### config.mk
export PLATFORM = sky130hd
export DESIGN_NAME = stat_alu
export DESIGN_NICKNAME = d
export VERILOG_FILES = /design/src/rtl/stat_alu_pkg.sv /design/src/rtl/stat_alu_lane.sv /design/src/rtl/stat_alu_sel.sv /design/src/rtl/stat_alu.sv
export SDC_FILE = /design/constraint.sdc
export NUM_CORES = 1
export LEC_CHECK = 0
export BUFFER_PORTS_ARGS = -buffer_cell sky130_fd_sc_hd__buf_2
export CAP_MARGIN = 10
export CELL_PAD_IN_SITES_DETAIL_PLACEMENT = 1
export CELL_PAD_IN_SITES_GLOBAL_PLACEMENT = 1
export CORE_AREA = 10 10 107 180
export CTS_CLUSTER_DIAMETER = 50
export DETAILED_ROUTE_END_ITERATION = 8
export DIE_AREA = 0 0 117 190
export PLACE_DENSITY_LB_ADDON = 0.1
export SETUP_SLACK_MARGIN = 0.02
export SLEW_MARGIN = 10
export SYNTH_ARGS = -nofsm -noshare
export SYNTH_HDL_FRONTEND = slang
export SYNTH_SLANG_ARGS = --single-unit
### constraint.sdc
create_clock -name clk -period 2 [get_ports clk]
set_input_delay 0.1 -clock clk [delete_from_list [all_inputs] [get_ports clk]]
set_output_delay 0.1 -clock clk [all_outputs]
set_load 0.05 [all_outputs]
### src/rtl/stat_alu_pkg.sv
package stat_alu_pkg;

    typedef enum logic [2:0] {
        OP_ADD = 3'd0,
        OP_SUB = 3'd1,
        OP_AND = 3'd2,
        OP_OR  = 3'd3,
        OP_XOR = 3'd4
    } alu_op_e;

    typedef enum logic [1:0] {
        SZ_BYTE  = 2'd0,
        SZ_WORD  = 2'd1,
        SZ_DWORD = 2'd2
    } alu_size_e;

    typedef enum logic {
        ST_IDLE = 1'b0,
        ST_OUT  = 1'b1
    } out_state_e;

    localparam int NUM_FLAGS = 6;
    localparam int NUM_LANES = 3;

    typedef struct packed {
        logic ovf;
        logic sgn;
        logic zro;
        logic aux;
        logic par;
        logic cry;
    } flags_t;

    function automatic logic is_bitwise(input logic [2:0] op);
        return (op == OP_AND) || (op == OP_OR) || (op == OP_XOR);
    endfunction

endpackage

### src/rtl/stat_alu_lane.sv
module stat_alu_lane
    import stat_alu_pkg::*;
#(
    parameter int LANE_W = 8
) (
    input  logic [LANE_W-1:0] a,
    input  logic [LANE_W-1:0] b,
    input  logic [2:0]        op,
    output logic [LANE_W-1:0] res,
    output logic              cry,
    output logic              ovf,
    output logic              aux,
    output logic              sgn
);

    localparam int MSB = LANE_W - 1;

    logic [LANE_W:0] sum_w;
    logic [LANE_W:0] dif_w;

    assign sum_w = {1'b0, a} + {1'b0, b};
    assign dif_w = {1'b0, a} - {1'b0, b};

    always_comb begin
        res = '0;
        cry = 1'b0;
        ovf = 1'b0;
        aux = 1'b0;
        unique case (op)
            OP_ADD: begin
                res = sum_w[MSB:0];
                cry = sum_w[LANE_W];
                ovf = (a[MSB] == b[MSB]) && (sum_w[MSB] != a[MSB]);
                aux = a[4] ^ b[4] ^ sum_w[4];
            end
            OP_SUB: begin
                res = dif_w[MSB:0];
                cry = dif_w[LANE_W];
                ovf = (a[MSB] != b[MSB]) && (dif_w[MSB] != a[MSB]);
                aux = a[4] ^ b[4] ^ dif_w[4];
            end
            OP_AND: res = a & b;
            OP_OR:  res = a | b;
            OP_XOR: res = a ^ b;
            default: res = '0;
        endcase
        sgn = res[MSB];
    end

endmodule

### src/rtl/stat_alu_sel.sv
module stat_alu_sel
    import stat_alu_pkg::*;
#(
    parameter int DATA_W = 32
) (
    input  logic [1:0]                          size_sel,
    input  logic [NUM_LANES-1:0][DATA_W-1:0]    lane_res,
    input  logic [NUM_LANES-1:0]                lane_cry,
    input  logic [NUM_LANES-1:0]                lane_ovf,
    input  logic [NUM_LANES-1:0]                lane_aux,
    input  logic [NUM_LANES-1:0]                lane_sgn,
    output logic [DATA_W-1:0]                   sel_res,
    output flags_t                              sel_flags
);

    logic [1:0] lane_idx;

    always_comb begin
        unique case (size_sel)
            SZ_BYTE: lane_idx = 2'd0;
            SZ_WORD: lane_idx = 2'd1;
            default: lane_idx = 2'd2;
        endcase
    end

    always_comb begin
        sel_res       = lane_res[lane_idx];
        sel_flags.cry = lane_cry[lane_idx];
        sel_flags.ovf = lane_ovf[lane_idx];
        sel_flags.aux = lane_aux[lane_idx];
        sel_flags.sgn = lane_sgn[lane_idx];
        sel_flags.zro = (sel_res == '0);
        sel_flags.par = ~^sel_res[7:0];
    end

endmodule

### src/rtl/stat_alu.sv
module stat_alu
    import stat_alu_pkg::*;
#(
    parameter int DATA_W = 32
) (
    input  logic                 clk,
    input  logic                 rst_n,
    input  logic                 in_valid,
    input  logic [2:0]           op_sel,
    input  logic [1:0]           size_sel,
    input  logic [DATA_W-1:0]    opnd_a,
    input  logic [DATA_W-1:0]    opnd_b,
    output logic                 out_valid,
    output logic [DATA_W-1:0]    result,
    output logic [NUM_FLAGS-1:0] flags
);

    logic [NUM_LANES-1:0][DATA_W-1:0] lane_res;
    logic [NUM_LANES-1:0]             lane_cry;
    logic [NUM_LANES-1:0]             lane_ovf;
    logic [NUM_LANES-1:0]             lane_aux;
    logic [NUM_LANES-1:0]             lane_sgn;

    for (genvar gi = 0; gi < NUM_LANES; gi++) begin : g_lane
        localparam int LW = DATA_W >> (NUM_LANES - 1 - gi);
        logic [LW-1:0] r;

        stat_alu_lane #(.LANE_W(LW)) u_lane (
            .a   (opnd_a[LW-1:0]),
            .b   (opnd_b[LW-1:0]),
            .op  (op_sel),
            .res (r),
            .cry (lane_cry[gi]),
            .ovf (lane_ovf[gi]),
            .aux (lane_aux[gi]),
            .sgn (lane_sgn[gi])
        );

        always_comb begin
            lane_res[gi]         = '0;
            lane_res[gi][LW-1:0] = r;
        end
    end

    logic [DATA_W-1:0] sel_res;
    flags_t            sel_flags;

    stat_alu_sel #(.DATA_W(DATA_W)) u_sel (
        .size_sel  (size_sel),
        .lane_res  (lane_res),
        .lane_cry  (lane_cry),
        .lane_ovf  (lane_ovf),
        .lane_aux  (lane_aux),
        .lane_sgn  (lane_sgn),
        .sel_res   (sel_res),
        .sel_flags (sel_flags)
    );

    out_state_e state_q;
    out_state_e state_d;

    always_comb begin
        unique case (state_q)
            ST_IDLE: state_d = in_valid ? ST_OUT : ST_IDLE;
            ST_OUT:  state_d = in_valid ? ST_OUT : ST_IDLE;
            default: state_d = ST_IDLE;
        endcase
    end

    always_ff @(posedge clk or negedge rst_n) begin
        if (!rst_n) state_q <= ST_IDLE;
        else        state_q <= state_d;
    end

    logic [DATA_W-1:0] res_q;
    flags_t            flg_q;

    always_ff @(posedge clk or negedge rst_n) begin
        if (!rst_n) begin
            res_q <= '0;
            flg_q <= '0;
        end else if (in_valid) begin
            res_q <= sel_res;
            flg_q <= sel_flags;
        end
    end

    assign out_valid = (state_q == ST_OUT);
    assign result    = res_q;
    assign flags     = flg_q;

endmodule

==> reports/qor.csv, run 1 <==
metric;value;unit
Ys Warns;0;
top cells by area, synth;ha_1 (19%), dfrtp_1 (13%), a21oi_1 (7.3%);
Stopped at;detailed placement;
status;aborted with a tool error;
Async SR Flop Fraction;100;%
syn_nets;1206;
Starting Density;44.8;%
Post-Syn Area per Cell;7.13;um2
Netlist cell types;78;
Detail Placement HPWL;38400;um
placer congestion estimate;1.02;
mux cell area share after synthesis;2.76;%
Cells after Synth;1024;
Seq/Total Area, Yosys;13.4;%
Compound-Gate Fraction of Synth Area;35.5;%
die height;190;um
main combinational cell family by area after synthesis;compound AO/OA/AOI/OAI gates;
IO Port Bufs;110;
Synth Area in Adders;19.1;%
synthesized area;0.00730;mm2
tool error;[ERROR DPL-0033] detailed placement checks failed during check placement.;
post-synthesis simple-gate area fraction;19.0;%
post-synth top area share;18.5;%
row cnt;62;
top_reg_cell synth;dfrtp_1;
Die X;117;um
Post-Synth XOR/XNOR Area;1.68;%
I/O pin cnt;111;
flops & latches, synth;39;
cell taking the most area after synthesis;ha_1;
Post-synth EDFFs;0;
[cell usage after synthesis, types with 5 or more instances]
library cell,number
xnor2_1,14
a21oi_1,106
o31ai_1,14
inv_2,8
o21a_1,8
o21bai_1,9
a221oi_1,9
nor2b_1,7
ha_1,108
buf_1,7
a211oi_1,27
a2111oi_0,5
o2bb2ai_1,9
o21ai_1,6
mux2i_1,10
or3_1,6
nand3_1,20
inv_1,96
nand2_1,73
o31a_1,6
and3_1,7
a22oi_1,6
o211ai_1,14
o221ai_1,6
o22ai_1,7
a21o_1,21
nor3_1,26
nor2_1,95
nor4_1,13
dfrtp_1,39
o21ai_0,52
nand4_1,13
a31oi_1,19
and2_1,6
clkbuf_1,51
nand2b_1,9
mux2_2,9
[per-stage QoR]
stage	instance area (um2)	std cells	TNS (ns)	setup WS (ns)	hold slack (ns)
floorplan	7980	1024	-8.89	-1.18	-0.196
global placement	11400	1652	-27.93	-1.62	0.256
[kinds of logic after synthesis]
| kind of cell | after synthesis |
|---|---|
| xor gates and xnor gates | 14 |
| muxes | 19 |
| AOI/OAI and AO/OA | 381 |
| and+or+nand+nor | 294 |
| adders and majority gates | 110 |
| buffers and inverters | 167 |
| DFF | 39 |
==> inputs of run 2 (changes only) <==
--- a/config.mk
+++ b/config.mk
@@ -7,14 +7,10 @@
 export LEC_CHECK = 0
 export BUFFER_PORTS_ARGS = -buffer_cell sky130_fd_sc_hd__buf_2
 export CAP_MARGIN = 10
-export CELL_PAD_IN_SITES_DETAIL_PLACEMENT = 1
-export CELL_PAD_IN_SITES_GLOBAL_PLACEMENT = 1
-export CORE_AREA = 10 10 107 180
-export CTS_CLUSTER_DIAMETER = 50
+export CORE_AREA = 10 10 147 149
 export DETAILED_ROUTE_END_ITERATION = 8
-export DIE_AREA = 0 0 117 190
-export PLACE_DENSITY_LB_ADDON = 0.1
-export SETUP_SLACK_MARGIN = 0.02
+export DIE_AREA = 0 0 157 159
+export PLACE_DENSITY_LB_ADDON = 0.15
 export SLEW_MARGIN = 10
 export SYNTH_ARGS = -nofsm -noshare
 export SYNTH_HDL_FRONTEND = slang
==> reports/qor.csv, run 2 <==
metric;value;unit
LEAKAGE;6.29;nW
Detail Placement HPWL;26700;um
Final ANT Viol Nets;0;
crit end category;flop;
Post-synth EDFFs;0;
dpl cell area;0.0115;mm2
most common library cells after synthesis;ha_1 (108), a21oi_1 (106), inv_1 (96);
Final WS setup;-1.29;ns
P&R area growth vs syn;79.6;%
vias in the first global route;9897;
I/O pin cnt;111;
Total Power;5.81;mW
first-pass GRT wire length;52400;um
fin. max-slew vios;0;
DRC Markers;0;
Ys Warns;0;
row cnt;50;
commonest non-fill, non-tap cell in the layout;buf_4;
Netlist cell types;78;
clock period minus worst slack;3.29;ns
layout cells sized above 1;53.0;%
CP Max Fanout;4;
Req. time, crit path;2.21;ns
worst min path class;in -> reg;
Top Metal Used;met4;
final hold slack;0.187;ns
Via density;5.66;
top cells by area, synth;ha_1 (19%), dfrtp_1 (13%), a21oi_1 (7.3%);
unrepaired setup endpoints after global routing;true;
Reg clk slew, reported paths;0.06;ns
max cap viols;0;
clock sink total;39;
Post-Syn Area per Cell;7.13;um2
root buf cell;clkbuf_16;
flops & latches, synth;39;
Die X;157;um
syn_nets;1206;
worst-case clock skew;0;ns
Starting Density;39.3;%
post-route design area;0.0131;mm2
max FFs per register;32;
Die ar.;0.0250;mm2
highest-count cells in the layout ignoring fill and taps;buf_4 (406), buf_2 (99), nor2_1 (86), ha_1 (84), a21oi_1 (75);
footprint of the multi-input gates;0.00715;mm2
status;finished, violations left;
die height;159;um
Seq/Total Area, Yosys;13.4;%
wire per inst;19.2;um
Net count, final;1702;
final setup fails;29;
Routed WL;33700;um
cts bufs inserted;5;
worst-skew pair later-pin latency;0.28;ns
placer congestion estimate;0.950;
Worst slew margin;41.8;%
H-Tree Depth;2;
WL met1;13800;um
peak supply drop;0.406;mV
post-synth top area share;18.5;%
sequential cell area;976;um2
top_reg_cell synth;dfrtp_1;
antenna cell count;0;
GRT overflow;0;
Pwr Density;443;mW/mm2
met2 wire len;16700;um
# fillers;1554;
CP Class;in -> reg;
Final Hold Fails;0;
CP Launch Type;input pin;
WP data arrival;3.50;ns
initial antenna violation count;0;
Async SR Flop Fraction;100;%
IO Port Bufs;110;
Cells after Synth;1024;
setup TNS;-18.14;ns
CTS tree;done;
Max clock buf depth;2;
failing checks;negative setup slack;
Initial DRT Pass Iterations;5;
gr usage total;25.6;%
fin crit share;165;%
largest net degree at the start of global routing;40;
Worst Max-Slew Pin Slew;0.873;ns
core area;0.0186;mm2
routed vias;9925;
Max Clock Freq;304;MHz
synthesized area;0.00730;mm2
top-count cell post-synth;ha_1;
met3 WL post-DR;1830;um
initial DRC count;718;
cell taking the most area after synthesis;ha_1;
## run 2: final timing paths
path | cells past startpoint | slack [ns] | start | to
setup / recovery | 16 | -1.29 | opnd_a[0] | flags[3]
min in group asynchronous | 2 | 0.50 | rst_n | result[22]
max in group asynchronous | 2 | 0.95 | rst_n | flags[0]
setup reg to reg | 1 | 1.23 | result[28] | result[28]
hold reg to reg | 1 | 0.48 | result[19] | result[19]
hold / removal | 3 | 0.19 | in_valid | result[26]
## run 2: per-layer routing
| metal | GRT usage (%) | vias up |
|---|---|---|
| li1 | - | 4743 |
| met1 | 31.5 | 4682 |
| met2 | 44.8 | 405 |
| met3 | 2.56 | 95 |
| met4 | 9.18 | 0 |
| met5 | 0 | - |
## run 2: layout make-up
cell class	instances	area share, %
multi-input combinational	818	54.5
timing repair buffer	551	31.4
sequential	39	7.44
inverter	105	3.38
tap	234	2.23
clock buffer	5	0.954
clock inverter	2	0.105
## run 2: repair_timing
| action | 4_1_cts | 5_1_grt |
|---|---|---|
| pin swaps | 68 | 60 |
| endpoints found under the hold margin | 39 | 0 |
| hold buffers | 1 | 0 |
| setup buffers | 39 | 14 |
| gates resized for setup | 161 | 90 |
| setup endpoints to repair | 29 | 31 |
## run 2: power breakdown
group	internal (mW)	switching [mW]	total, mW	leakage, nW
Sequential	0.880	0.0525	0.932	0.498
Clock	0.454	0.305	0.759	0.0696
Combinational	1.87	2.24	4.11	5.72
Total	3.21	2.60	5.81	6.29
## run 2: cells by family after synthesis
group,Yosys count,share of synthesized area (%)
buffers and inverters,167,8.65
multiplexers,19,2.76
AO/OA/AOI/OAI,381,35.5
XOR/XNOR,14,1.68
AND/OR/NAND/NOR,294,19.0
flip-flops,39,13.4
adder cells (fa/ha/maj),110,19.1
## run 2: stage by stage
step	cells	utilization, %	worst slack, ns
CTS	1745	68.1	-1.25
finish	1754	70.6	-1.29
floorplan	1024	-	-1.18
detailed placement	1707	62.0	-1.66
global route	1754	70.6	-1.43
global placement	1707	62.0	-1.64
## run 2: worst max-delay path: stages
cell	delay, ns
buf_12	0.11
inv_12	0.04
ha_4	0.13
inv_4	0.04
fa_2	0.38
nor2b_4	0.15
o311ai_4	0.32
a2111oi_4	0.16
and3b_1	0.21
or3_4	0.34
a311o_1	0.38
a2111o_1	0.38
mux2i_1	0.17
nor4_2	0.07
or3_1	0.38
o2bb2ai_2	0.14
Note: power is estimated with default switching activity, not from simulation.
